<file path="src/rtl/sdcmd_pkg.sv">
package sdcmd_pkg;

  // Decoded command strobes passed from the decoder to the bank datapath.
  typedef struct packed {
    logic act;
    logic pre;
    logic preAll;
    logic rd;
    logic wr;
    logic mrs;
    logic nop;
    logic autoPre;
  } cmd_t;

endpackage

</file>
<file path="src/rtl/sdcmd_decode.sv">
module sdcmd_decode
  import sdcmd_pkg::*;
#(
  parameter int ADDR_W = 12,
  parameter int AP_BIT = 10
) (
  input  logic              clk,
  input  logic              rstN,
  input  logic              clkEn,
  input  logic              csN,
  input  logic              rasN,
  input  logic              casN,
  input  logic              weN,
  input  logic [ADDR_W-1:0] addr,
  output cmd_t              cmd,
  output logic              step
);

  logic ckeQ;

  // Enable is registered: a low sample suspends the block from the next edge.
  always_ff @(posedge clk) begin
    if (!rstN) ckeQ <= 1'b1;
    else       ckeQ <= clkEn;
  end

  assign step = ckeQ;

  always_comb begin
    cmd         = '0;
    cmd.autoPre = addr[AP_BIT];
    if (csN) begin
      cmd.nop = 1'b1;
    end else begin
      unique case ({rasN, casN, weN})
        3'b011:  cmd.act = 1'b1;
        3'b010: begin
          cmd.pre    = 1'b1;
          cmd.preAll = addr[AP_BIT];
        end
        3'b101:  cmd.rd  = 1'b1;
        3'b100:  cmd.wr  = 1'b1;
        3'b000:  cmd.mrs = 1'b1;
        default: cmd.nop = 1'b1;
      endcase
    end
  end

  // decoder never asserts two command kinds at once
  a_r12_one_kind: assert property (@(posedge clk) disable iff (!rstN)
    $onehot0({cmd.act, cmd.pre, cmd.rd, cmd.wr, cmd.mrs, cmd.nop}));

endmodule

</file>
<file path="src/rtl/sdcmd_bankpath.sv">
module sdcmd_bankpath
  import sdcmd_pkg::*;
#(
  parameter int NUM_BANKS = 4,
  parameter int ADDR_W    = 12,
  parameter int ROW_W     = 12,
  parameter int COL_W     = 9,
  localparam int BANK_W   = $clog2(NUM_BANKS)
) (
  input  logic                       clk,
  input  logic                       rstN,
  input  logic                       step,
  input  cmd_t                       cmd,
  input  logic [BANK_W-1:0]          bankSel,
  input  logic [ADDR_W-1:0]          addr,
  output logic                       actStb,
  output logic                       preStb,
  output logic                       rdStb,
  output logic                       wrStb,
  output logic                       mrsStb,
  output logic                       nopStb,
  output logic                       errFlag,
  output logic [BANK_W-1:0]          cmdBank,
  output logic [COL_W-1:0]           colAddr,
  output logic                       autoPre,
  output logic [ADDR_W-1:0]          modeOp,
  output logic [NUM_BANKS-1:0]       bankOpen,
  output logic [NUM_BANKS*ROW_W-1:0] openRow
);

  logic [NUM_BANKS-1:0] openQ;
  logic [NUM_BANKS-1:0] pendQ;
  logic [NUM_BANKS-1:0] pendNext;
  logic [NUM_BANKS-1:0] effOpen;
  logic                 selOpen;
  logic                 actOk, actBad, colOk, colBad;

  // A bank whose auto-precharge is due at this edge already counts as closed.
  assign effOpen = openQ & ~pendQ;
  assign selOpen = effOpen[bankSel];
  assign actOk   = cmd.act && !selOpen;
  assign actBad  = cmd.act && selOpen;
  assign colOk   = (cmd.rd || cmd.wr) && selOpen;
  assign colBad  = (cmd.rd || cmd.wr) && !selOpen;

  genvar gi;
  generate
    for (gi = 0; gi < NUM_BANKS; gi++) begin : gBank
      logic             openR;
      logic [ROW_W-1:0] rowR;
      logic             hitMe;

      assign hitMe = (bankSel == BANK_W'(gi));

      always_ff @(posedge clk) begin
        if (!rstN) begin
          openR <= 1'b0;
          rowR  <= '0;
        end else if (step) begin
          if (actOk && hitMe) begin
            openR <= 1'b1;
            rowR  <= addr[ROW_W-1:0];
          end else if (cmd.pre && (cmd.preAll || hitMe)) begin
            openR <= 1'b0;
          end else if (pendQ[gi]) begin
            openR <= 1'b0;
          end
        end
      end

      assign pendNext[gi]                 = colOk && cmd.autoPre && hitMe;
      assign openQ[gi]                    = openR;
      assign openRow[gi*ROW_W +: ROW_W]   = rowR;
    end
  endgenerate

  always_ff @(posedge clk) begin
    if (!rstN) begin
      pendQ   <= '0;
      actStb  <= 1'b0;
      preStb  <= 1'b0;
      rdStb   <= 1'b0;
      wrStb   <= 1'b0;
      mrsStb  <= 1'b0;
      nopStb  <= 1'b0;
      errFlag <= 1'b0;
      cmdBank <= '0;
      colAddr <= '0;
      autoPre <= 1'b0;
      modeOp  <= '0;
    end else if (step) begin
      pendQ   <= pendNext;
      actStb  <= actOk;
      preStb  <= cmd.pre;
      rdStb   <= colOk && cmd.rd;
      wrStb   <= colOk && cmd.wr;
      mrsStb  <= cmd.mrs;
      nopStb  <= cmd.nop;
      errFlag <= actBad || colBad;
      if (cmd.act || cmd.pre || cmd.rd || cmd.wr) cmdBank <= bankSel;
      if (colOk) begin
        colAddr <= addr[COL_W-1:0];
        autoPre <= cmd.autoPre;
      end
      if (cmd.mrs) modeOp <= addr;
    end
  end

  assign bankOpen = openQ;

  // at most one outcome reported per cycle
  a_r12_single_outcome: assert property (@(posedge clk) disable iff (!rstN)
    $onehot0({actStb, preStb, rdStb, wrStb, mrsStb, nopStb, errFlag}));

  // an accepted activate leaves its bank open
  a_r3_act_opens: assert property (@(posedge clk) disable iff (!rstN)
    actStb |-> openQ[cmdBank]);

  // accepted reads and writes only target open banks
  a_r6_col_open: assert property (@(posedge clk) disable iff (!rstN)
    (rdStb || wrStb) |-> openQ[cmdBank]);

  // an accepted precharge leaves its bank idle
  a_r4_pre_closes: assert property (@(posedge clk) disable iff (!rstN)
    preStb |-> !openQ[cmdBank]);

  // at most one auto-precharge is pending at a time
  a_r7_single_pending: assert property (@(posedge clk) disable iff (!rstN)
    $onehot0(pendQ));

  // a suspended edge changes no output
  a_r11_freeze: assert property (@(posedge clk) disable iff (!rstN)
    !step |=> $stable({actStb, preStb, rdStb, wrStb, mrsStb, nopStb, errFlag,
                       cmdBank, colAddr, autoPre, modeOp, openQ, openRow}));

endmodule

</file>
<file path="src/rtl/sdram_cmd_tracker.sv">
module sdram_cmd_tracker
  import sdcmd_pkg::*;
#(
  parameter int NUM_BANKS = 4,
  parameter int ADDR_W    = 12,
  parameter int ROW_W     = 12,
  parameter int COL_W     = 9,
  parameter int AP_BIT    = 10,
  localparam int BANK_W   = $clog2(NUM_BANKS)
) (
  input  logic                       clk,
  input  logic                       rstN,
  input  logic                       clkEn,
  input  logic                       csN,
  input  logic                       rasN,
  input  logic                       casN,
  input  logic                       weN,
  input  logic [BANK_W-1:0]          bankSel,
  input  logic [ADDR_W-1:0]          addr,
  output logic                       actStb,
  output logic                       preStb,
  output logic                       rdStb,
  output logic                       wrStb,
  output logic                       mrsStb,
  output logic                       nopStb,
  output logic                       errFlag,
  output logic [BANK_W-1:0]          cmdBank,
  output logic [COL_W-1:0]           colAddr,
  output logic                       autoPre,
  output logic [ADDR_W-1:0]          modeOp,
  output logic [NUM_BANKS-1:0]       bankOpen,
  output logic [NUM_BANKS*ROW_W-1:0] openRow
);

  cmd_t cmd;
  logic step;

  sdcmd_decode #(
    .ADDR_W(ADDR_W),
    .AP_BIT(AP_BIT)
  ) uDecode (
    .clk  (clk),
    .rstN (rstN),
    .clkEn(clkEn),
    .csN  (csN),
    .rasN (rasN),
    .casN (casN),
    .weN  (weN),
    .addr (addr),
    .cmd  (cmd),
    .step (step)
  );

  sdcmd_bankpath #(
    .NUM_BANKS(NUM_BANKS),
    .ADDR_W   (ADDR_W),
    .ROW_W    (ROW_W),
    .COL_W    (COL_W)
  ) uBanks (
    .clk     (clk),
    .rstN    (rstN),
    .step    (step),
    .cmd     (cmd),
    .bankSel (bankSel),
    .addr    (addr),
    .actStb  (actStb),
    .preStb  (preStb),
    .rdStb   (rdStb),
    .wrStb   (wrStb),
    .mrsStb  (mrsStb),
    .nopStb  (nopStb),
    .errFlag (errFlag),
    .cmdBank (cmdBank),
    .colAddr (colAddr),
    .autoPre (autoPre),
    .modeOp  (modeOp),
    .bankOpen(bankOpen),
    .openRow (openRow)
  );

endmodule

</file>
<file path="config.mk">
export PLATFORM = sky130hd
export DESIGN_NAME = sdram_cmd_tracker
export DESIGN_NICKNAME = d
export VERILOG_FILES = /design/src/rtl/sdcmd_pkg.sv /design/src/rtl/sdcmd_decode.sv /design/src/rtl/sdcmd_bankpath.sv /design/src/rtl/sdram_cmd_tracker.sv
export SDC_FILE = /design/constraint.sdc
export NUM_CORES = 1
export LEC_CHECK = 0
export BUFFER_PORTS_ARGS = -buffer_cell sky130_fd_sc_hd__buf_2
export CORE_MARGIN = 2
export CORE_UTILIZATION = 55
export CTS_CLUSTER_SIZE = 20
export DETAILED_ROUTE_END_ITERATION = 16
export MAX_ROUTING_LAYER = met4
export PLACE_DENSITY = 0.84
export SYNTH_ARGS = -nofsm -noshare
export SYNTH_HDL_FRONTEND = slang
export SYNTH_HIERARCHICAL = 1
export SYNTH_SLANG_ARGS = --single-unit
</file>
<file path="constraint.sdc">
create_clock -name clk -period 2.46 [get_ports clk]
set_input_delay 0.123 -clock clk [delete_from_list [all_inputs] [get_ports clk]]
set_output_delay 0.123 -clock clk [all_outputs]
set_load 0.1 [all_outputs]
</file>
# After elaboration in Yosys (flattened, before gate mapping)
# Cells that the tools add are included.
[totals]
out_inout_bits = 83
wordCells = 100
in_bits = 21
register_bits = 88
[op_classes]
eq_ne = 7
reduce_logical = 47
muxes = 22
bitwise = 2
n_lt_le_gt_ge = 1
[op_table]
columns = ["operator", "count"]
rows = [
  ["AND reduction 2 bit", 11],
  ["logical AND 1 bit", 19],
  ["two-way mux 1 bit", 19],
  ["nonzero test 3 bit", 4],
  ["logical OR 1 bit", 9],
  ["equality test 3 x 2 -> 1 bit, second input constant", 2],
  ["equality test 3 bit, second input constant", 2],
  ["two-way mux 6 bit", 1],
  ["OR reduction 5 bit", 1],
  ["bitwise AND 4 bit", 1],
  ["equality test 2 bit, second input constant", 2],
  ["NOT 4 bit", 1],
  ["zero test 3 bit", 1],
  ["< comparator 2 x 3 -> 1 bit, second input constant", 1],
  ["binary-select mux 1 bit (select 2 bit)", 1],
  ["equality test 2 x 1 -> 1 bit, second input constant", 1],
  ["zero test 2 bit", 1],
  ["two-way mux 2 bit", 1],
  ["zero test 1 bit", 1],
]

# Longest topological paths before layout
[depth]
depth_word = 9
mapped_depth = 7
depth_no_buf = 6

# Modules after synthesis
# Netlist, hierarchy kept.
[by_module_without_submodules]
columns = ["module", "seq_area_each_um2", "cells_each", "n_inst", "area_each_um2"]
rows = [
  ["sdcmd_bankpath", 1741.7, 387, 1, 3478.3],
  ["sdcmd_decode", 20.0, 14, 1, 116.4],
]

# Worst setup path before layout
# Ideal clock, no wire load.
[synth_path]
path_type = "input port to flip-flop"
start = "input port csN"
end = "register uBanks.gBank[1].rowR[1]"
setup_ns = 0.124
n_path_buf = 1
path_stages = 6
t_arrival_ns = 1.424
path_slack_ns = 0.913
required_time_ns = 2.336
path_cell_list = "nor3_1 -> nand2_1 -> or3b_2 -> buf_2 -> nand2_1 -> a21boi_0"
[synth_via]
elab_chain_cells = 4
[synth_rtl]
columns = ["element", "line_no", "text"]
rows = [
  ["start, declared", "sdram_cmd_tracker.sv:14", "input logic csN,"],
  ["two-way mux 6 bit", "sdcmd_decode.sv:32", "if (csN) begin"],
  ["logical AND 1 bit", "sdcmd_bankpath.sv:41", "assign actOk = cmd.act && !selOpen;"],
  ["logical AND 1 bit", "sdcmd_bankpath.sv:60", "if (actOk && hitMe) begin"],
  ["AND reduction 2 bit (no line)", "n/a", ""],
  ["end signal, assigned", "sdcmd_bankpath.sv:62", "rowR <= addr[ROW_W-1:0];"],
  ["end, declared", "sdcmd_bankpath.sv:50", "logic [ROW_W-1:0] rowR;"],
]
# Every way passes these cells.
# A chain may end at the register's enable or synchronous reset.

# Worst setup path after layout
[layout_path]
start = "register uBanks.gBank[3].openR"
end = "register uBanks.pendQ[0]"
[layout_via]
elab_chain_cells = 6
[layout_rtl]
columns = ["element", "line_no", "text"]
rows = [
  ["start, declared", "sdcmd_bankpath.sv:49", "logic openR;"],
  ["start signal, assigned", "sdcmd_bankpath.sv:57", "openR <= 1'b0;"],
  ["start signal, assigned", "sdcmd_bankpath.sv:61", "openR <= 1'b1;"],
  ["start signal, assigned", "sdcmd_bankpath.sv:64", "openR <= 1'b0;"],
  ["bitwise AND 4 bit", "sdcmd_bankpath.sv:39", "assign effOpen = openQ & ~pendQ;"],
  ["binary-select mux 1 bit (select 2 bit)", "sdcmd_bankpath.sv:40", "assign selOpen = effOpen[bankSel];"],
  ["two-way mux 1 bit (not written as such)", "sdcmd_bankpath.sv:40", ""],
  ["logical AND 1 bit", "sdcmd_bankpath.sv:43", "assign colOk = (cmd.rd || cmd.wr) && selOpen;"],
  ["logical AND 1 bit (2 in series)", "sdcmd_bankpath.sv:71", "assign pendNext[gi] = colOk && cmd.autoPre && hitMe;"],
  ["end signal, assigned", "sdcmd_bankpath.sv:92", "pendQ <= pendNext;"],
  ["end, declared", "sdcmd_bankpath.sv:32", "logic [NUM_BANKS-1:0] pendQ;"],
]
# Every way passes these cells. The select of a mux whose other input is x is not followed.

==> impl.org <==
** Status
- Run status :: complete, no violations

** Yosys
- Area share of the largest cell type after synthesis :: 49.0%
- Distinct cell type count after synthesis :: 37
- In the post-synthesis netlist, the cell with the most instances is nand2_1.
- In the synthesized netlist the dominant register cell turns out to be dfxtp_1.
- After synthesis the cells add up to 3590 um2.
- Cell types with the largest area share after synthesis :: dfxtp_1 (49%), nand2_1 (13%), a21boi_0 (8.8%)
- Number of enable-type register cells in the synthesized netlist :: 0
- Counting every net in the synthesized netlist gives 422.
- Post-synthesis sequential area ratio :: ~49%
- For this run, the number of Yosys warnings is 6.
- Count of mapped cells out of synthesis :: ~400
- Top cell type by total area after synthesis :: dfxtp_1
- Synth Area per Inst :: 8.96 um2
- In the synthesized netlist the async set-or-reset flop fraction comes to 0%.
- Number of synthesized register bits :: 88
- By count the netlist is led by nand2_1 (128), dfxtp_1 (88), a21boi_0 (42).

** Setup path
- The worst setup path is of the register to register kind.
- Traced cell by cell, the critical path runs through nor2b_1 -> mux4_2 -> o211a_4 -> a32o_1.
- The worst setup path is captured at a register.
- Of all nets on the critical path, the largest fanout is 14.
- Worst endpoint required time :: around 2700 ps
- Together, buffers and inverters on the worst path number 0.
- Arrival time of the worst setup path :: ~1900 ps
- Cell at the slowest stage of the critical path :: mux4_2
- In this design, the largest share of critical-path delay is due to multiplexers.
- The largest single stage delay on the critical path is 540 ps.
- Launching element type of the critical path :: register

** GRT
- All-Layer GR Usage :: 25.5%
- Entering global routing, the biggest net connects 55 pins.
- Remaining global-route overflow :: 0
- Vias in the first global route :: around 2800
- Antenna violations before repair :: 0
- First-pass GRT wire length :: approximately 14000 um

** STA
- The number of hold violations in the final report is 0.
- Worst clock skew on the final layout :: 7.88 ps
- For the pin with the worst max-slew slack, the measured transition is between 600 and 700 ps.
- Relative slew margins :: approximately 56%
- Final worst path period need :: about 1700 ps
- Dividing the final minimum period by the clock period gives between 60% and 70%.
- In the final timing run, aggregate negative setup slack is 0 ps.
- Final-report max-slew violation count :: 0
- Fmax :: between 500 and 600 MHz
- Setup violations remaining at the end of the flow were counted as 0.
- Post-layout worst setup margin :: 778 ps
- RSZ-0062 raised after global routing :: false

** Detailed routing
- In this run the remaining antenna-violating nets after routing total 0.
- Vias post-DR :: about 3000
- Dividing the detail-routed wire length by the instance count gives about 16 um.
- DR DRC count :: 0
- Final wirelength :: slightly below 9000 um
- Using the TritonRoute via totals, the vias-per-cell ratio works out to ~5.4.
- For this block, the initial DRC count from the detailed router was between 200 and 250.
- Initial DRT Pass Iterations :: 5

** Layout
- Relative to the synthesized area, the layout overhead comes to 20.9%.
- Across the whole layout, storage elements account for between 1500 and 2000 um2.
- The number of antenna diodes in the final layout is 0.
- Excluding fillers, the count of instances in the completed layout stands at between 500 and 600.
- Area of the multi-input gates :: between 1500 and 2000 um2
- Cells with a size suffix above 1 make up approximately 28% of the layout.
- Once layout is done, the placed cells without fillers occupy about 4300 um2.
- Fill count :: approximately 520
- Layout net count :: about 520

** Placement
- Routability congestion estimate from global placement :: a little under 0.9
- DP HPWL :: between 6000 and 7000 um
- Pre-CTS setup slack :: around 500 ps
- Number of instances in the placed design :: about 560
- Post-detailed-placement cell area :: between 4000 and 5000 um2
- Buffers added on ports :: 103

** Clock tree
- Clock buffer count from CTS :: 9
- After clock tree synthesis, the repair step resized 0 gates.
- Clock-pin slew was measured on the worst setup and hold paths at ~80 ps.
- TritonCTS built the clock tree.
- Clk_lat worst skew :: 360 ps
- Maximum root-to-sink buffer count :: 2
- Clock Sinks :: 88
- The clock tree synthesis step divided the H-tree into 3 levels.
- The tree is rooted in a clkbuf_8.

** Power and ir drop
- Maximum ir drop on the vdd rail :: roughly 0.44 mV
- For this design the static power due to leakage is about 1.8 nW.
- Total power for the finished layout comes to 2.83 mW.
- In this run the power density over the cells is 651 nW/um2.

** Floorplanning
- In this run the count of I/O pins placed on the die edge is 104.
- Die height :: between 80 and 90 um
- Die Width :: ~85 um
- Area of the core region :: ~6300 um2
- Once the floorplan was initialized, standard cells occupied between 50 and 60% of the core.
- Area enclosed by the die boundary :: 7200 um2
- Cell Rows :: 29

** Worst hold path
- Class of the tightest hold or removal check :: primary input to register

** Flow run
- Number of max-capacitance violations reported :: 0
-- through the flow --
step	utilization [%]	hold WS, ps
6_report	68.5	57.8
4_1_cts	68.5	46.5
2_1_floorplan	-	196
5_1_grt	68.5	67.5
3_3_place_gp	64.7	326
3_5_place_dp	64.7	321
-- power by group --
group          switching (mW)  leakage, nW  internal, mW
combinational           0.197        0.986        0.0637
clock                   0.498        0.112         0.625
sequential            0.00728        0.710          1.44
-- area by class of cell --
| cell class | instances | share of cell area, % |
|---|---|---|
| tap | 77 | 2.22 |
| clock buffer | 11 | 3.48 |
| clock inverter | 4 | 1.76 |
| multi-input combinational | 281 | 38.5 |
| timing repair buffer | 111 | 13.3 |
| inverter | 3 | 0.259 |
| sequential | 88 | 40.5 |
-- cells by family after synthesis --
logic type / synth area share [%]
buffers and inverters: 4.66
DFF: 49.0
and+or+nand+nor: 23.0
muxes: 7.87
AOI/OAI and AO/OA: 15.5
-- tightest hold or removal path, delay by kind of cell --
kind	cells	cell delay [ps]
buffers and inverters	1	140
AO/OA/AOI/OAI	1	50
AND/OR/NAND/NOR	1	60
-- cell usage in the layout, fill, tap and decap left out, drive strengths merged --
cell / n
and2: 4
clkbuf: 11
o21bai: 1
nor3: 3
o2bb2ai: 1
nand3: 3
o41ai: 1
inv: 3
dlygate4sd3: 1
nor3b: 2
or4: 1
nand2: 128
mux2i: 26
and4bb: 1
nor4b: 1
or3b: 2
clkinv: 1
nor2b: 24
o21ai: 6
bufinv: 2
a21boi: 51
o211a: 1
o211ai: 3
clkinvlp: 1
dfxtp: 88
a21o: 1
a32o: 4
buf: 110
a21oi: 6
nor2: 4
mux4: 1
nor4: 2
nand2b: 2
nand4: 1
and3: 1
-- sequential cells by signal, indices dropped and copies added (netlist names) --
signal and flops:
uDecode/step 1, uBanks/mrsStb 1, uBanks/errFlag 1, uBanks/gBank.openR 4, uBanks/cmdBank 2, uBanks/rdStb 1
uBanks/wrStb 1, uBanks/gBank.rowR 48, uBanks/modeOp 12, uBanks/nopStb 1, uBanks/actStb 1, uBanks/colAddr 9
uBanks/preStb 1, uBanks/autoPre 1, uBanks/pendQ 4
-- metal layers --
layer / up-vias / routed length (um) / track usage (%)
met5: - / 0 / -
met4: 0 / 99 / 9.52
met3: 6 / 593 / 4.09
met2: 123 / 4400 / 40.9
met1: 1442 / 3840 / 32.6
li1: 1510 / - / -
-- path summary, 6_finish.rpt --
path	startpoint	endpoint	slack, ps	cells after the start
min reg2reg	uBanks/gBank[2].rowR[9]	uBanks/gBank[2].rowR[9]	460	2
max	uBanks/gBank[3].openR	uBanks/pendQ[0]	780	4
max reg2reg	uBanks/gBank[3].openR	uBanks/pendQ[0]	780	4
min	addr[9]	uBanks/gBank[2].rowR[9]	60	3
-- timing repair --
item	CTS	global route
setup endpoints to repair	0	0
hold endpoints to repair	1	0
hold buffers	1	0
buffers inserted	0	0
Power figures use the tool's default switching activity.
